### config.mk
export PLATFORM = sky130hd
export DESIGN_NAME = dma_fwd_blocker
export DESIGN_NICKNAME = d
export VERILOG_FILES = /design/src/rtl/dfb_pkg.sv /design/src/rtl/dfb_state_table.sv /design/src/rtl/dfb_txn_table.sv /design/src/rtl/dfb_decide.sv /design/src/rtl/dma_fwd_blocker.sv
export SDC_FILE = /design/constraint.sdc
export NUM_CORES = 1
export LEC_CHECK = 0
export BUFFER_PORTS_ARGS = -buffer_cell sky130_fd_sc_hd__clkbuf_2
export CAP_MARGIN = 40
export CORE_ASPECT_RATIO = 1.2
export CORE_MARGIN = 2
export CORE_UTILIZATION = 50
export DETAILED_ROUTE_END_ITERATION = 8
export PLACE_DENSITY_LB_ADDON = 0.1
export SLEW_MARGIN = 20
export SYNTH_ARGS = -nofsm -noshare
export SYNTH_HDL_FRONTEND = slang
export SYNTH_SLANG_ARGS = --single-unit
### constraint.sdc
create_clock -name clk -period 4.85 [get_ports clk]
set_input_delay 0.7275 -clock clk [delete_from_list [all_inputs] [get_ports clk]]
set_output_delay 0.7275 -clock clk [all_outputs]
set_load 0.02 [all_outputs]
### src/rtl/dfb_pkg.sv
// Shared codes for the DMA forwarding controller.
// Assumes the blocking codes sit exactly 15 above their local-owner origins.
package dfb_pkg;

    typedef enum logic [3:0] {
        RK_LOC_RD  = 4'd0,
        RK_LOC_WR  = 4'd1,
        RK_LOC_PUT = 4'd2,
        RK_EVICT   = 4'd3,
        RK_FWD_RD  = 4'd4,
        RK_FWD_WR  = 4'd5,
        RK_FWD_DMA = 4'd6,
        RK_INVAL   = 4'd7,
        RK_OWN_WR  = 4'd8
    } req_kind_e;

    typedef enum logic [4:0] {
        LS_NONE      = 5'd0,
        LS_LSH       = 5'd1,
        LS_LSHX      = 5'd2,
        LS_LOWN      = 5'd3,
        LS_LEXC      = 5'd4,
        LS_LOWNX     = 5'd5,
        LS_OWN       = 5'd6,
        LS_OWN_LSH   = 5'd7,
        LS_OWN_LSHX  = 5'd8,
        LS_MOD       = 5'd9,
        LS_WB_MOD    = 5'd10,
        LS_WB_OWN    = 5'd11,
        LS_WB_OLSH   = 5'd12,
        LS_UPG_O     = 5'd13,
        LS_UPG_I     = 5'd14,
        LS_UPG_IO    = 5'd15,
        LS_BLK_LSH   = 5'd16,
        LS_BLK_LSHX  = 5'd17,
        LS_BLK_LOWN  = 5'd18,
        LS_BLK_LEXC  = 5'd19,
        LS_BLK_LOWNX = 5'd20
    } line_state_e;

    localparam logic [4:0] BLK_OFFSET = 5'd15;

    function automatic logic st_blocked(line_state_e s);
        return (s >= LS_BLK_LSH) && (s <= LS_BLK_LOWNX);
    endfunction

    function automatic line_state_e st_to_blocked(line_state_e s);
        return line_state_e'(5'(s) + BLK_OFFSET);
    endfunction

    function automatic line_state_e st_from_blocked(line_state_e s);
        return line_state_e'(5'(s) - BLK_OFFSET);
    endfunction

endpackage

### src/rtl/dfb_state_table.sv
// Per-line state storage with three write ports and a blocked-line count.
// Assumes the caller never targets the same line from the request and ack
// ports in one cycle with conflicting values; the ack port is applied last.
module dfb_state_table
    import dfb_pkg::*;
#(
    parameter int LINES  = 8,
    localparam int LINE_W = $clog2(LINES),
    localparam int CNT_W  = $clog2(LINES + 1)
) (
    input  logic              clk,
    input  logic              rst_n,
    input  logic              set_en,
    input  logic [LINE_W-1:0] set_line,
    input  logic [4:0]        set_state,
    input  logic              req_we,
    input  logic [LINE_W-1:0] req_line,
    input  line_state_e       req_st_nx,
    input  logic              ack_we,
    input  logic [LINE_W-1:0] ack_line,
    input  line_state_e       ack_st_nx,
    output line_state_e       st_q [LINES],
    output logic [CNT_W-1:0]  blk_cnt
);

    logic set_ok;

    // Install port accepts only stable, non-blocking codes.
    always_comb set_ok = set_en && (set_state <= 5'(LS_UPG_IO));

    // Update the stored line states.
    always_ff @(posedge clk) begin
        if (!rst_n) begin
            for (int i = 0; i < LINES; i++) st_q[i] <= LS_NONE;
        end else begin
            if (set_ok) st_q[set_line] <= line_state_e'(set_state);
            if (req_we) st_q[req_line] <= req_st_nx;
            if (ack_we) st_q[ack_line] <= ack_st_nx;
        end
    end

    // Count lines currently parked in a blocking state.
    always_comb begin
        blk_cnt = '0;
        for (int i = 0; i < LINES; i++)
            if (st_blocked(st_q[i])) blk_cnt = blk_cnt + 1'b1;
    end

endmodule

### src/rtl/dfb_txn_table.sv
// Small table of outstanding forwards, one entry per parked line.
// Assumes a free is only requested for a line that holds an entry.
module dfb_txn_table #(
    parameter int ENTRIES = 2,
    parameter int LINE_W  = 3,
    localparam int CNT_W  = $clog2(ENTRIES + 1),
    localparam int IDX_W  = (ENTRIES > 1) ? $clog2(ENTRIES) : 1
) (
    input  logic              clk,
    input  logic              rst_n,
    input  logic              alloc_en,
    input  logic [LINE_W-1:0] alloc_line,
    input  logic              free_en,
    input  logic [LINE_W-1:0] free_line,
    output logic              has_free,
    output logic [CNT_W-1:0]  used_cnt
);

    logic [ENTRIES-1:0] vld;
    logic [LINE_W-1:0]  tag [ENTRIES];
    logic [ENTRIES-1:0] hit;
    logic [IDX_W-1:0]   pick;

    // Find the lowest free entry and the entry matching a freed line.
    always_comb begin
        pick = '0;
        for (int i = ENTRIES - 1; i >= 0; i--)
            if (!vld[i]) pick = IDX_W'(i);
        for (int i = 0; i < ENTRIES; i++)
            hit[i] = vld[i] && (tag[i] == free_line);
        has_free = ~&vld;
        used_cnt = '0;
        for (int i = 0; i < ENTRIES; i++)
            if (vld[i]) used_cnt = used_cnt + 1'b1;
    end

    // Allocate and release entries.
    always_ff @(posedge clk) begin
        if (!rst_n) begin
            vld <= '0;
            for (int i = 0; i < ENTRIES; i++) tag[i] <= '0;
        end else begin
            if (free_en) vld <= vld & ~hit;
            if (alloc_en && has_free) begin
                vld[pick] <= 1'b1;
                tag[pick] <= alloc_line;
            end
        end
    end

    // every release finds its entry.
    assert_free_hits_R3: assert property (@(posedge clk) disable iff (!rst_n)
        free_en |-> (hit != '0));

endmodule

### src/rtl/dfb_decide.sv
// Combinational action selection for one request and one acknowledgement.
// Assumes states are read before this cycle's updates.
module dfb_decide
    import dfb_pkg::*;
(
    input  logic        req_valid,
    input  logic [3:0]  req_kind,
    input  line_state_e req_st,
    input  logic        tbe_free,
    input  logic        ack_valid,
    input  line_state_e ack_st,
    output logic        do_fwd,
    output logic        do_data,
    output logic        do_wb,
    output logic        do_dirty,
    output logic        do_recyc,
    output logic        do_dack_req,
    output logic        req_we,
    output line_state_e req_st_nx,
    output logic        ack_ok,
    output logic        ack_bad,
    output line_state_e ack_st_nx
);

    // Classify the acknowledgement.
    always_comb begin
        ack_ok    = ack_valid && st_blocked(ack_st);
        ack_bad   = ack_valid && !ack_ok;
        ack_st_nx = st_from_blocked(ack_st);
    end

    // Choose the request action from the line state.
    always_comb begin
        do_fwd      = 1'b0;
        do_data     = 1'b0;
        do_wb       = 1'b0;
        do_dirty    = 1'b0;
        do_recyc    = 1'b0;
        do_dack_req = 1'b0;
        req_we      = 1'b0;
        req_st_nx   = req_st;
        if (req_valid) begin
            if (st_blocked(req_st)) begin
                do_recyc = 1'b1;
            end else if (req_kind == 4'(RK_FWD_DMA)) begin
                case (req_st)
                    LS_LSH, LS_LSHX, LS_LOWN, LS_LEXC, LS_LOWNX: begin
                        if (tbe_free) begin
                            do_fwd    = 1'b1;
                            req_we    = 1'b1;
                            req_st_nx = st_to_blocked(req_st);
                        end else begin
                            do_recyc = 1'b1;
                        end
                    end
                    LS_OWN, LS_OWN_LSH, LS_OWN_LSHX, LS_MOD: begin
                        if (ack_ok) do_recyc = 1'b1;
                        else begin
                            do_data     = 1'b1;
                            do_dirty    = 1'b1;
                            do_dack_req = 1'b1;
                        end
                    end
                    LS_WB_MOD, LS_WB_OWN, LS_WB_OLSH: begin
                        if (ack_ok) do_recyc = 1'b1;
                        else begin
                            do_data     = 1'b1;
                            do_wb       = 1'b1;
                            do_dack_req = 1'b1;
                            if (req_st != LS_WB_OLSH) begin
                                req_we    = 1'b1;
                                req_st_nx = LS_WB_OWN;
                            end
                        end
                    end
                    LS_UPG_O, LS_UPG_I, LS_UPG_IO: do_recyc = 1'b1;
                    default: ;
                endcase
            end
        end
    end

endmodule

### src/rtl/dma_fwd_blocker.sv
// Shared-cache controller for forwarded DMA reads: forwards to a local owner
// and parks the line, or replies directly, and acknowledges the directory.
// Assumes one request and one local acknowledgement at most per cycle.
module dma_fwd_blocker
    import dfb_pkg::*;
#(
    parameter int LINES   = 8,
    parameter int TBE_N   = 2,
    parameter int ID_W    = 4,
    parameter int CLS_W   = 2,
    parameter int ACK_W   = 4,
    localparam int LINE_W = $clog2(LINES)
) (
    input  logic                    clk,
    input  logic                    rst_n,
    input  logic                    req_valid,
    input  logic [3:0]              req_kind,
    input  logic [LINE_W-1:0]       req_line,
    input  logic [ID_W-1:0]         req_id,
    input  logic [CLS_W-1:0]        req_cls,
    input  logic                    ack_valid,
    input  logic [LINE_W-1:0]       ack_line,
    input  logic                    set_valid,
    input  logic [LINE_W-1:0]       set_line,
    input  logic [4:0]              set_state,
    input  logic [LINE_W-1:0]       rd_line,
    output logic [4:0]              rd_state,
    output logic                    fwd_valid,
    output logic [LINE_W-1:0]       fwd_line,
    output logic [ID_W-1:0]         fwd_id,
    output logic [CLS_W-1:0]        fwd_cls,
    output logic signed [ACK_W-1:0] fwd_acks,
    output logic                    data_valid,
    output logic [LINE_W-1:0]       data_line,
    output logic [ID_W-1:0]         data_id,
    output logic                    data_dirty,
    output logic                    data_from_wb,
    output logic                    dack_valid,
    output logic [LINE_W-1:0]       dack_line,
    output logic                    recyc_valid,
    output logic [3:0]              recyc_kind,
    output logic [LINE_W-1:0]       recyc_line,
    output logic [ID_W-1:0]         recyc_id,
    output logic [CLS_W-1:0]        recyc_cls,
    output logic                    ack_err
);

    localparam int LCNT_W = $clog2(LINES + 1);
    localparam int TCNT_W = $clog2(TBE_N + 1);

    line_state_e       st_q [LINES];
    logic [LCNT_W-1:0] blk_cnt;
    logic [TCNT_W-1:0] tbe_cnt;
    logic              tbe_free;
    logic d_fwd, d_data, d_wb, d_dirty, d_recyc, d_dack, d_we, d_ack_ok, d_ack_bad;
    line_state_e d_req_nx, d_ack_nx;

    dfb_state_table #(.LINES(LINES)) u_states (
        .clk(clk), .rst_n(rst_n),
        .set_en(set_valid), .set_line(set_line), .set_state(set_state),
        .req_we(d_we), .req_line(req_line), .req_st_nx(d_req_nx),
        .ack_we(d_ack_ok), .ack_line(ack_line), .ack_st_nx(d_ack_nx),
        .st_q(st_q), .blk_cnt(blk_cnt)
    );

    dfb_txn_table #(.ENTRIES(TBE_N), .LINE_W(LINE_W)) u_txn (
        .clk(clk), .rst_n(rst_n),
        .alloc_en(d_fwd), .alloc_line(req_line),
        .free_en(d_ack_ok), .free_line(ack_line),
        .has_free(tbe_free), .used_cnt(tbe_cnt)
    );

    dfb_decide u_decide (
        .req_valid(req_valid), .req_kind(req_kind), .req_st(st_q[req_line]),
        .tbe_free(tbe_free), .ack_valid(ack_valid), .ack_st(st_q[ack_line]),
        .do_fwd(d_fwd), .do_data(d_data), .do_wb(d_wb), .do_dirty(d_dirty),
        .do_recyc(d_recyc), .do_dack_req(d_dack), .req_we(d_we),
        .req_st_nx(d_req_nx), .ack_ok(d_ack_ok), .ack_bad(d_ack_bad),
        .ack_st_nx(d_ack_nx)
    );

    // Lookup port for the neighbouring coherence logic.
    always_comb rd_state = 5'(st_q[rd_line]);

    // Register every outgoing channel; payloads are zero when not valid.
    always_ff @(posedge clk) begin
        if (!rst_n) begin
            fwd_valid <= 1'b0; fwd_line <= '0; fwd_id <= '0; fwd_cls <= '0; fwd_acks <= '0;
            data_valid <= 1'b0; data_line <= '0; data_id <= '0;
            data_dirty <= 1'b0; data_from_wb <= 1'b0;
            dack_valid <= 1'b0; dack_line <= '0;
            recyc_valid <= 1'b0; recyc_kind <= '0; recyc_line <= '0;
            recyc_id <= '0; recyc_cls <= '0;
            ack_err <= 1'b0;
        end else begin
            fwd_valid    <= d_fwd;
            fwd_line     <= d_fwd ? req_line : '0;
            fwd_id       <= d_fwd ? req_id : '0;
            fwd_cls      <= d_fwd ? req_cls : '0;
            fwd_acks     <= d_fwd ? '1 : '0;
            data_valid   <= d_data;
            data_line    <= d_data ? req_line : '0;
            data_id      <= d_data ? req_id : '0;
            data_dirty   <= d_dirty;
            data_from_wb <= d_wb;
            dack_valid   <= d_ack_ok | d_dack;
            dack_line    <= d_ack_ok ? ack_line : (d_dack ? req_line : '0);
            recyc_valid  <= d_recyc;
            recyc_kind   <= d_recyc ? req_kind : '0;
            recyc_line   <= d_recyc ? req_line : '0;
            recyc_id     <= d_recyc ? req_id : '0;
            recyc_cls    <= d_recyc ? req_cls : '0;
            ack_err      <= d_ack_bad;
        end
    end

    // one request outcome per cycle.
    assert_one_outcome_R10: assert property (@(posedge clk) disable iff (!rst_n)
        $onehot0({fwd_valid, data_valid, recyc_valid}));

    // a forwarded line is parked when the forward leaves.
    assert_fwd_parks_R2: assert property (@(posedge clk) disable iff (!rst_n)
        fwd_valid |-> st_blocked(st_q[fwd_line]));

    // parked lines and outstanding table entries stay in step.
    assert_tbe_match_R3: assert property (@(posedge clk) disable iff (!rst_n)
        int'(blk_cnt) == int'(tbe_cnt));

    // a recycle always answers a request of the previous cycle.
    assert_recyc_cause_R4: assert property (@(posedge clk) disable iff (!rst_n)
        recyc_valid |-> $past(req_valid));

    // an error pulse always answers an acknowledgement.
    assert_err_cause_R8: assert property (@(posedge clk) disable iff (!rst_n)
        ack_err |-> $past(ack_valid));

endmodule

Yosys cells after proc, flatten, opt, wreduce, memory -nomap -nowiden:

Memories as Yosys holds them, arrays and structs flattened.
Cells that the tools add are included.

* add/sub/neg operators: 2
* magnitude comparators: 14
* equal/unequal tests: 19
* multiplexer cells: 69
* bitwise gates (word level): 13
* reduce and logical (&&, ||, !) cells: 26

Operator list (number)
* 40-bit two-way mux: 5
* 40-bit bitwise mux: 3
* 5-bit two-way mux: 15
* 5-bit binary-select mux with 3-bit select: 3
* 5-bit demux with 3-bit select: 3
* 5-bit by 4-bit == test with 1-bit output (second input constant): 8
* 1-bit two-way mux: 29
* 5-bit by 3-bit == test with 1-bit output (second input constant): 4
* 4-bit >= comparator (second input constant): 4
* 3-bit inverter with 4-bit output: 4
* 5-bit OR reduction: 3
* 1-bit logical AND: 12
* 4-bit by 1-bit less-than comparator with 1-bit output (second input constant): 3
* 5-bit by 2-bit == test with 1-bit output (second input constant): 2
* 5-bit >= comparator (second input constant): 2
* 5-bit <= comparator (second input constant): 2
* 5-bit case mux with 2 select lines: 1
* 3-bit two-way mux: 3
* 3-bit OR reduction: 3
* 2-bit AND reduction: 4
* 7-bit OR reduction: 1
* 3-bit == test: 2
* 2-bit two-way mux: 3
* 5-bit by 4-bit adder with 5-bit output (second input constant): 1
* 18 further kinds: 23

* register bits after elaboration: 85
* memory bits (writable): 6
* input bits: 32
* output and inout port bits: 48
* word-level logic and storage cells: 171
* memories: 1

Memory list
* u_txn.tag: depth 2, width 3, read ports 2, clocked after memory_dff 0, wr ports 2, line dfb_txn_table.sv:20 `logic [LINE_W-1:0] tag [ENTRIES];`

Depth between registers and ports, before layout:

Gate-level depths: netlist of the first run.

* word-level depth: 17
* gate-level depth with buffers: 16
* gate-level depth less buffers: 13

Cells and area by module:

Synthesis of the first run repeated with hierarchy kept, for this count alone.

* cell total of the unflattened synthesis: 676
* area total of the unflattened synthesis: 6216.0 um^2

By module, submodules not included
* dfb_state_table: instances 1, cells each 428, area an instance 3273.1 um^2, seq. area each 800.8 um^2
* dma_fwd_blocker: instances 1, cells each 144, area an instance 2031.9 um^2, seq. area each 780.7 um^2
* dfb_decide: instances 1, cells each 71, area an instance 496.7 um^2, seq. area each 0.0 um^2
* dfb_txn_table: instances 1, cells each 33, area an instance 414.1 um^2, seq. area each 220.2 um^2

Worst setup path after synthesis of the first run:

No wires, ideal clock.

* kind: input to register
* start: input req_line[1]
* end: register u_states.st_q[21] in the netlist's numbering
* library setup time: 0.083 ns
* arrival: 3.930 ns
* required time: 4.767 ns
* setup slack: 0.837 ns
* stages: 15
* path buffers: 2
* cell sequence: buf_2 -> buf_4 -> mux2_2 -> a22oi_1 -> o2111a_1 -> inv_1 -> ha_1 -> nor3_1 -> inv_1 -> a2111oi_0 -> a21o_1 -> a2bb2oi_4 -> nor4_4 -> or4b_1 -> o221ai_1

* cells in the longest elaborated chain, start to end: 16
* elaborated cells on any way between the ends: 42
* those cells by class: 1 x add/sub; 4 x order compare; 9 x eq/ne; 23 x mux; 1 x bitwise; 4 x reduce/logical

Ends and longest elaborated chain
* start: declaration: line dma_fwd_blocker.sv:18 `input logic [LINE_W-1:0] req_line,`
* 3-bit inverter with 4-bit output (implied by the code) *: line dfb_state_table.sv:37, dma_fwd_blocker.sv:74
* parallel branches: the longest is 11 deep, another holds 5-bit by 4-bit adder with 5-bit output
* 40-bit two-way mux *: line dfb_state_table.sv:37 `if (req_we) st_q[req_line] <= req_st_nx;`
* 40-bit two-way mux *: line dfb_state_table.sv:33 `if (!rst_n) begin`
* 40-bit bitwise mux: line dfb_state_table.sv:38 `if (ack_we) st_q[ack_line] <= ack_st_nx;`
* 40-bit two-way mux *: line dfb_state_table.sv:38
* end signal: indexed assignment: line dfb_state_table.sv:36 `if (set_ok) st_q[set_line] <= line_state_e'(set_state);`
* end signal: indexed assignment: line dfb_state_table.sv:37
* end signal: indexed assignment: line dfb_state_table.sv:38
* end: declaration: line dfb_state_table.sv:22 `output line_state_e st_q [LINES],`

Every way passes the cells marked *. The select of a mux whose other input is x is not followed.
A chain may end at the register's enable or synchronous reset.

Worst setup path after layout of the first run:

Ends and elaborated chain as after synthesis.

==> flow_summary.json, run 1 <==
{
  "critPathLaunchType": "primary input",
  "clk_pin_slew_ns": 0.07,
  "cts_setup_buffers": 0,
  "place.gp.congestion": 1.01,
  "yosysSeqAreaShare": 0.343,
  "async_flop_share": 0,
  "reg2reg_from": "u_states.st_q[10]",
  "syn_to_final_growth_pct": 14.4,
  "dieArea_sq_um": 11300,
  "h-tree-depth": 3,
  "worstPathArrival_ns": 4.45,
  "synth.avg_cell_area_sq_um": 9.64,
  "clock_skew_ns": 0.0132,
  "fmax_mhz": 239,
  "period_share": 0.862,
  "syn_area_sq_um": 5250,
  "power_frac_comb": 0.118,
  "end_kind": "flip-flop",
  "worst_slack_ns": 0.667,
  "fp.dieW_microns": 97.6,
  "synth_edf_count": 6,
  "yosysUniqueCellTypes": 76,
  "p_switching_uw": 457,
  "drc": 0,
  "crit_chain": "clkbuf_2 -> inv_1 -> nor2_1 -> a221o_1 -> inv_1 -> ha_1 -> nor3_1 -> inv_1 -> a2111oi_0 -> a21o_1 -> a2bb2oi_4 -> nor4_4 -> or4b_1 -> o221ai_1",
  "clk_path_buf_depth": 2,
  "cts.sinks": 87,
  "diodes": 0,
  "ir_drop_uv": 152,
  "vias": 4824,
  "overflow": 0,
  "leakage_nw": 2.55,
  "holdBufCountCts": 0,
  "setup-tns-final_ns": 0,
  "rsz0062_at_grt": "no",
  "synth_top_area_cell": "dfxtp_1",
  "ys_ff_latch": 87,
  "num_rows": 41,
  "cts_tree": "built",
  "power_density_nw_per_um2": 269,
  "grt_pass1_vias": 4466,
  "grt_max_degree": 45,
  "seqPwrFrac": 0.456,
  "cts_resized": 0,
  "numCtsBuffers": 9,
  "netlist_instances": 545,
  "synth_top_area_frac": 0.309,
  "viasPerCell": 6.46,
  "slew_headroom": 0.512,
  "clock_latency_ns": 0.35,
  "min_path_type": "flip-flop to flip-flop",
  "cp_slowest_cell": "a2111oi_0",
  "cap_violations": 0,
  "antenna_found_initial": 0,
  "pre_cts_slack_ns": 0.399,
  "critPathKind": "primary input to flip-flop",
  "root_buffer": "clkbuf_16",
  "drt-initial-drc-count": 509,
  "start_util": 0.507,
  "antenna_left": 0,
  "switching_share": 0.283,
  "internal-power_mw": 1.16,
  "top_level_ports": 80,
  "pwr-share-clk": 0.426,
  "final_nets": 651,
  "yosys_warnings": 0,
  "startpoint": "req_line[1]",
  "ys_top_cells_by_area": "dfxtp_1 31%, mux2i_1 8.4%, mux4_2 5.6%",
  "synth_commonest_cells": "81 x dfxtp_1, 44 x mux2i_1, 44 x nand2_1",
  "hold_viol": 0,
  "drive_gt1_frac": 0.269,
  "dp.final_hpwl_microns": 12700,
  "ys.flop_type": "dfxtp_1",
  "hold_ws_ns": 0.549,
  "setup_violations": 0,
  "critPathMaxFanout": 18,
  "synth_nets": 583,
  "finalWirelength_microns": 16900,
  "io_buffers": 79,
  "worst_pin_slew_ns": 0.724,
  "critical_path_required_ns": 5.12,
  "run_status": "finished clean",
  "core_area_sq_um": 10400,
  "fin_crit_ns": 4.18,
  "cpPeakStageDelay_ns": 0.54,
  "crit_top_cell": "inv_1",
  "routedWlPerCell_microns": 22.6,
  "synth_most_common_cell": "dfxtp_1",
  "track_usage": 0.293,
  "dieHeight_microns": 116,
  "min_from": "u_states.st_q[14]",
  "grt_pass1_wl_microns": 25600,
  "firstDrtPassIters": 7,
  "maxSlewViolCount": 0
}
-- cell usage in the layout (no fill, tap or decap), types with 4 or more instances in the layout --
master,instances
o22ai_1,7
and2_1,11
nand3_1,14
dfxtp_1,81
a21oi_1,18
and3_1,10
nand3b_1,4
a21o_1,4
clkbuf_16,9
o221ai_1,4
o21ai_0,15
nand2_1,44
ha_1,6
mux2i_1,44
nor2b_1,18
mux2_2,23
nor4_4,4
a211oi_1,14
buf_4,9
mux4_2,13
nor4_1,6
nor3b_1,4
clkbuf_2,79
a31o_2,8
nor2_1,41
o2bb2ai_1,5
a22oi_1,4
xnor2_1,5
inv_1,12
nand4_1,15
nand2b_1,8
edfxtp_1,6
nor3_1,7
-- registers in the layout, indices dropped and copies added, names as in the netlist --
| signal | flops |
|---|---|
| dack_line | 3 |
| recyc_kind | 4 |
| data_valid | 1 |
| recyc_id | 4 |
| fwd_acks | 1 |
| data_from_wb | 1 |
| u_states.st_q | 40 |
| data_dirty | 1 |
| data_id | 4 |
| fwd_cls | 2 |
| ack_err | 1 |
| fwd_line | 3 |
| recyc_cls | 2 |
| dack_valid | 1 |
| fwd_id | 4 |
| u_txn.vld | 2 |
| recyc_valid | 1 |
| u_txn.tag | 6 |
| data_line | 3 |
| recyc_line | 3 |
-- power by group through the flow --
| stage | registers (mW) | logic [mW] | clock network (mW) |
|---|---|---|---|
| 6_report | 0.737 | 0.191 | 0.689 |
| 3_5_place_dp | 0.753 | 0.186 | 0 |
| 2_1_floorplan | 0.751 | 0.130 | 0 |
| 3_3_place_gp | 0.753 | 0.183 | 0 |
| 4_1_cts | 0.736 | 0.187 | 0.692 |
| 5_1_grt | 0.737 | 0.203 | 0.721 |
-- cell type report --
type	instances	area (sq um)
fillers	981	4350
multi-input cells	412	3230
flip-flops and latches	87	1800
repair buffers	90	473
clock buffers	9	225
well taps	129	161
clock inverters	7	68.8
inverters	13	48.8
-- metal layers --
metal / up-vias / share of wire / GRT usage / routed length [microns]
met5: - / 0 / 0 / 0
met4: 0 / 0.048 / 0.151 / 807
met3: 58 / 0.075 / 0.0485 / 1270
met2: 264 / 0.48 / 0.492 / 8090
met1: 2303 / 0.40 / 0.367 / 6690
li1: 2199 / - / - / -
-- critical path: cells and delay by family --
| family | cells | cell delay, ns |
|---|---|---|
| compound gates | 5 | 1.56 |
| simple gates | 4 | 1.18 |
| buf+inv | 4 | 0.71 |
| fa+ha+maj | 1 | 0.26 |
-- metrics by stage --
stage	utilization	power [mW]	instances	instance area, sq um
2_1_floorplan	-	0.881	545	5250
3_3_place_gp	0.551	0.935	729	5710
3_5_place_dp	0.552	0.938	731	5720
4_1_cts	0.580	1.62	747	6010
5_1_grt	0.580	1.66	747	6010
6_report	0.580	1.62	747	6010
-- logic make-up (layout without fill, tap and decap cells) --
| group | after synthesis | after routing | synth area share |
|---|---|---|---|
| muxes | 84 | 84 | 0.205 |
| buffers and inverters | 46 | 119 | 0.0419 |
| AOI/OAI and AO/OA | 117 | 117 | 0.175 |
| and+or+nand+nor | 197 | 197 | 0.207 |
| xor gates and xnor gates | 8 | 8 | 0.0133 |
| adders and majority gates | 6 | 6 | 0.0143 |
| DFF | 87 | 87 | 0.343 |
-- final timing paths --
kind                                           to  cells past startpoint  slack, ns
worst min-delay path            u_states.st_q[14]                      2       0.55
worst max-delay path            u_states.st_q[21]                     14       0.67
worst max register to register  u_states.st_q[21]                     13       1.09
worst min register to register  u_states.st_q[14]                      2       0.55
Power figures use the tool's default switching activity.
==> run 2, diff against run 1 <==
- CORE_ASPECT_RATIO: 1.2 -> 0.5
- GPL_ROUTABILITY_DRIVEN: default -> 0
==> run 2 against run 1 <==
Compared with the run above:
- first-iteration DRC count is 19% higher
- utilization is 1.7 points higher
- power is 4.7% higher
- clock skew is 0.0064 ns lower
- largest power group is now the clock network
- critical endpoint is now u_states.st_q[3]
- flip-flop and latch count stayed put
- highest routed layer unchanged
- global-route usage is 1.3 points higher
- die area is 0.41% higher
- maximum frequency is 0.28% higher
- clock power is 10% higher
- wire length is 2.2% higher
- clock-buffer cell count is 1 higher
- register-to-register slack hardly changed
==> flow_summary.json, run 2 (synthesis results as in run 1) <==
{
  "largest_reg_flops": 40,
  "numCtsBuffers": 9,
  "overflow": 0,
  "syn_to_final_growth_pct": 16.1,
  "pre_cts_slack_ns": 0.408,
  "antenna_found_initial": 1,
  "fin_util": 0.597,
  "vias": 4891,
  "final_cell_mix": "81 x dfxtp_1, 79 x clkbuf_2, 44 x mux2i_1, 44 x nand2_1, 41 x nor2_1",
  "grt_pass1_vias": 4638,
  "drc": 0,
  "dp.final_hpwl_microns": 12700,
  "hold_ws_ns": 0.516,
  "track_usage": 0.306,
  "worstPathArrival_ns": 4.36,
  "finalWirelength_microns": 17200,
  "worst_pin_slew_ns": 0.853,
  "root_buffer": "clkbuf_16",
  "io_buffers": 79,
  "core_area_sq_um": 10200,
  "top_level_ports": 80,
  "rsz0062_at_grt": "no",
  "maxSlewViolCount": 0,
  "grt_pass1_wl_microns": 26300,
  "grt_max_degree": 43,
  "fillerInstances": 901,
  "cts.sinks": 87,
  "multi_input_area_sq_um": 3230,
  "setup_violations": 0,
  "period_share": 0.860,
  "clock_latency_ns": 0.35,
  "setup-tns-final_ns": 0,
  "routedWlPerCell_microns": 22.6,
  "cap_violations": 0,
  "final_nets": 656,
  "critical_path_required_ns": 5.04,
  "antenna_left": 0,
  "viasPerCell": 6.41,
  "critPathMaxFanout": 18,
  "clk_path_buf_depth": 2,
  "largest-register": "u_states.st_q",
  "slew_headroom": 0.426,
  "run_status": "finished clean",
  "drive_gt1_frac": 0.274,
  "start_util": 0.514,
  "leakage_nw": 2.59,
  "drt-initial-drc-count": 605,
  "fp.dieW_microns": 149,
  "fin_crit_ns": 4.17,
  "holdBufCountCts": 0,
  "reg.largest.list": "u_states.st_q (40), u_txn.tag (6)",
  "min_path_type": "flip-flop to flip-flop",
  "dieHeight_microns": 76.5,
  "layout_commonest_cell": "dfxtp_1",
  "regArea_sq_um": 1800,
  "num_rows": 26,
  "clock_skew_ns": 0.00675,
  "h-tree-depth": 3,
  "dieArea_sq_um": 11400,
  "worst_slack_ns": 0.679,
  "firstDrtPassIters": 6,
  "critPathLaunchType": "primary input",
  "diodes": 0,
  "fmax_mhz": 240,
  "end_kind": "flip-flop",
  "cts_setup_buffers": 0,
  "cts_tree": "built",
  "cts_resized": 0,
  "ir_drop_uv": 164,
  "power_density_nw_per_um2": 278,
  "critPathKind": "primary input to flip-flop",
  "clk_pin_slew_ns": 0.06,
  "hold_viol": 0
}
[run 2: routing by layer]
layer	track usage	part of all wire	vias to the layer above
met5	0	0	-
met4	0.0952	0.025	0
met3	0.116	0.14	56
met2	0.433	0.40	334
met1	0.429	0.44	2289
li1	-	-	2212
[run 2: final timing paths]
path,start,slack (ns),cells past startpoint,endpoint
worst max-delay path,req_line[1],0.68,12,u_states.st_q[3]
worst min register to register,u_states.st_q[4],0.52,2,u_states.st_q[4]
worst max register to register,u_states.st_q[15],1.10,12,u_states.st_q[3]
worst min-delay path,u_states.st_q[4],0.52,2,u_states.st_q[4]
[run 2: area by class of cell]
type | count | area share
clock inverter | 6 | 0.0135
multi-input combinational | 412 | 0.530
sequential | 87 | 0.295
inverter | 13 | 0.00800
clock buffer | 10 | 0.0410
timing repair buffer | 95 | 0.0837
tap | 140 | 0.0287
[run 2: where the power goes]
group / leakage, nW / total, mW / switching [mW] / internal [mW]
registers: 0.716 / 0.737 / 0.00829 / 0.729
logic: 1.71 / 0.198 / 0.128 / 0.0700
clock network: 0.160 / 0.758 / 0.315 / 0.442
[run 2: per-stage QoR]
| stage | power [mW] | instance area (sq um) | std cells |
|---|---|---|---|
| 2_1_floorplan | 0.881 | 5250 | 545 |
| 3_3_place_gp | 0.944 | 5760 | 745 |
| 3_5_place_dp | 0.945 | 5770 | 747 |
| 4_1_cts | 1.70 | 6100 | 763 |
| 5_1_grt | 1.75 | 6100 | 763 |
| 6_report | 1.69 | 6100 | 763 |
[run 2: critical path, cell delays in order]
cell       delay [ns]
clkbuf_2         0.31
nor3b_1          0.56
nand2_1          0.13
o2111a_1         0.26
ha_1             0.26
nor3_1           0.27
inv_1            0.07
a2111oi_0        0.57
a211oi_1         0.20
and4_1           0.34
a31oi_1          0.51
a211oi_1         0.16
==> run 3, diff against run 2 <==
- clock period: 4.85 -> 5.1 ns (I/O delays scaled with it)
==> run 3 against run 2 <==
Compared with the run above:
- clock power decreased by 9.5%
- worst setup slack improved by 0.098 ns
- largest power group is now registers
- critical path type unchanged
- global-route usage increased by 0.053 points
- utilization decreased by 0.80 points
- combinational power decreased by 8%
- first-iteration DRC count shrank 5.5%
- via count shrank 3.1%
- critical path depth rose by 2
- sequential power down 4.9%
- clock skew about the same
- power shrank 7.3%
- die area is the same
==> flow_summary.json, run 3 (synthesis results as in run 1) <==
{
  "run_status": "finished clean",
  "setup-tns-final_ns": 0,
  "slew_headroom": 0.434,
  "setup_violations": 0,
  "min_from": "u_states.st_q[4]",
  "cts_tree": "built",
  "ir_drop_uv": 154,
  "critPathLaunchType": "primary input",
  "h-tree-depth": 3,
  "cts_resized": 0,
  "reg2reg_from": "u_states.st_q[35]",
  "core_area_sq_um": 10200,
  "root_buffer": "clkbuf_16",
  "r2r_cells": 13,
  "hold_viol": 0,
  "track_usage": 0.306,
  "top_level_ports": 80,
  "fp.dieW_microns": 149,
  "min_path_type": "flip-flop to flip-flop",
  "maxSlewViolCount": 0,
  "power_density_nw_per_um2": 261,
  "routedWlPerCell_microns": 22.7,
  "cap_violations": 0,
  "cts.sinks": 87,
  "clock_latency_ns": 0.35,
  "worst_pin_slew_ns": 0.849,
  "viasPerCell": 6.27,
  "regArea_sq_um": 1800,
  "largest_reg_flops": 40,
  "grt_max_degree": 54,
  "critPathKind": "primary input to flip-flop",
  "crit_path_end": "u_states.st_q[31]",
  "worstPathArrival_ns": 4.59,
  "antenna_left": 0,
  "start_util": 0.514,
  "largest-register": "u_states.st_q",
  "multi_input_area_sq_um": 3230,
  "fin_crit_ns": 4.32,
  "reg.largest.list": "u_states.st_q (40), u_txn.tag (6)",
  "total_power_mw": 1.57,
  "reg2reg_setup_slack_ns": 1.23,
  "fmax_mhz": 231,
  "holdBufCountCts": 0,
  "clock_skew_ns": 0.00665,
  "syn_to_final_growth_pct": 14.6,
  "r2r_end": "u_states.st_q[31]",
  "layout_commonest_cell": "dfxtp_1",
  "cts_setup_buffers": 0,
  "hold_ws_ns": 0.541,
  "startpoint": "req_line[1]",
  "fillerInstances": 914,
  "drc": 0,
  "period_share": 0.848,
  "diodes": 0,
  "vias": 4737,
  "place_area_sq_um": 5720,
  "dp.final_hpwl_microns": 12800,
  "finalWirelength_microns": 17200,
  "dieHeight_microns": 76.5,
  "antenna_found_initial": 0,
  "leakage_nw": 2.55,
  "io_buffers": 79,
  "numCtsBuffers": 9,
  "critical_path_required_ns": 5.37,
  "rsz0062_at_grt": "no",
  "clk_path_buf_depth": 2,
  "drive_gt1_frac": 0.266,
  "grt_pass1_wl_microns": 26200,
  "drt-initial-drc-count": 572,
  "num_rows": 26,
  "overflow": 0,
  "critPathMaxFanout": 18,
  "grt_pass1_vias": 4478,
  "dieArea_sq_um": 11400,
  "final_area_sq_um": 6020,
  "clk_pin_slew_ns": 0.06,
  "final_cell_mix": "81 x dfxtp_1, 79 x clkbuf_2, 44 x mux2i_1, 44 x nand2_1, 41 x nor2_1",
  "firstDrtPassIters": 5,
  "end_kind": "flip-flop",
  "final_nets": 649
}
## run 3: cell types whose count changed in the layout (fill, tap and decap cells not counted)
| cell | previous run | this run |
|---|---|---|
| inv_6 | 2 | 3 |
| buf_2 | 2 | 1 |
| clkbuf_16 | 10 | 9 |
| clkinv_8 | 1 | 0 |
| clkinv_2 | 0 | 1 |
| inv_4 | 0 | 1 |
| clkinv_4 | 0 | 1 |
| inv_8 | 1 | 0 |
| clkinvlp_4 | 1 | 0 |
| buf_4 | 14 | 8 |
## run 3: worst min path at each step
stage | cells past startpoint | endpoint | slack (ns)
global placement | 2 | u_states.st_q[4] | 0.53
global route | 2 | u_states.st_q[4] | 0.58
floorplan | 2 | u_states.st_q[4] | 0.47
detailed placement | 2 | u_states.st_q[4] | 0.53
finish | 2 | u_states.st_q[4] | 0.54
CTS | 2 | u_states.st_q[4] | 0.54
## run 3: critical path, stage by stage
cell and delay (ns):
clkbuf_2 0.25, nand2b_1 0.36, o22ai_1 0.22, a221o_1 0.30, inv_1 0.14, ha_1 0.27
nor3_1 0.26, inv_1 0.06, a2111oi_0 0.66, a21o_1 0.25, a2bb2oi_4 0.35, nor4_4 0.11
or4b_1 0.50, o221ai_1 0.08
## run 3: report_power, final
group | leakage, nW | switching (mW) | internal, mW
sequential | 0.716 | 0.00762 | 0.693
combinational | 1.68 | 0.119 | 0.0636
clock | 0.151 | 0.300 | 0.385
## run 3: final cells by class
cell class | instances | area share
sequential | 87 | 0.299
clock inverter | 7 | 0.0127
timing repair buffer | 88 | 0.0765
inverter | 13 | 0.00811
multi-input combinational | 412 | 0.537
tap | 140 | 0.0291
clock buffer | 9 | 0.0374
## run 3: layer usage
metal	GRT usage	part of all wire	vias to the layer above
met5	0	0	-
met4	0.0829	0.018	0
met3	0.103	0.12	29
met2	0.461	0.42	273
met1	0.421	0.44	2248
li1	-	-	2187
## run 3: stage by stage
stage / worst slack (ns) / instances / util
floorplan: 1.05 / 545 / -
global placement: 0.622 / 739 / 0.559
detailed placement: 0.502 / 740 / 0.560
CTS: 0.838 / 756 / 0.589
global route: 0.431 / 756 / 0.589
finish: 0.777 / 756 / 0.589
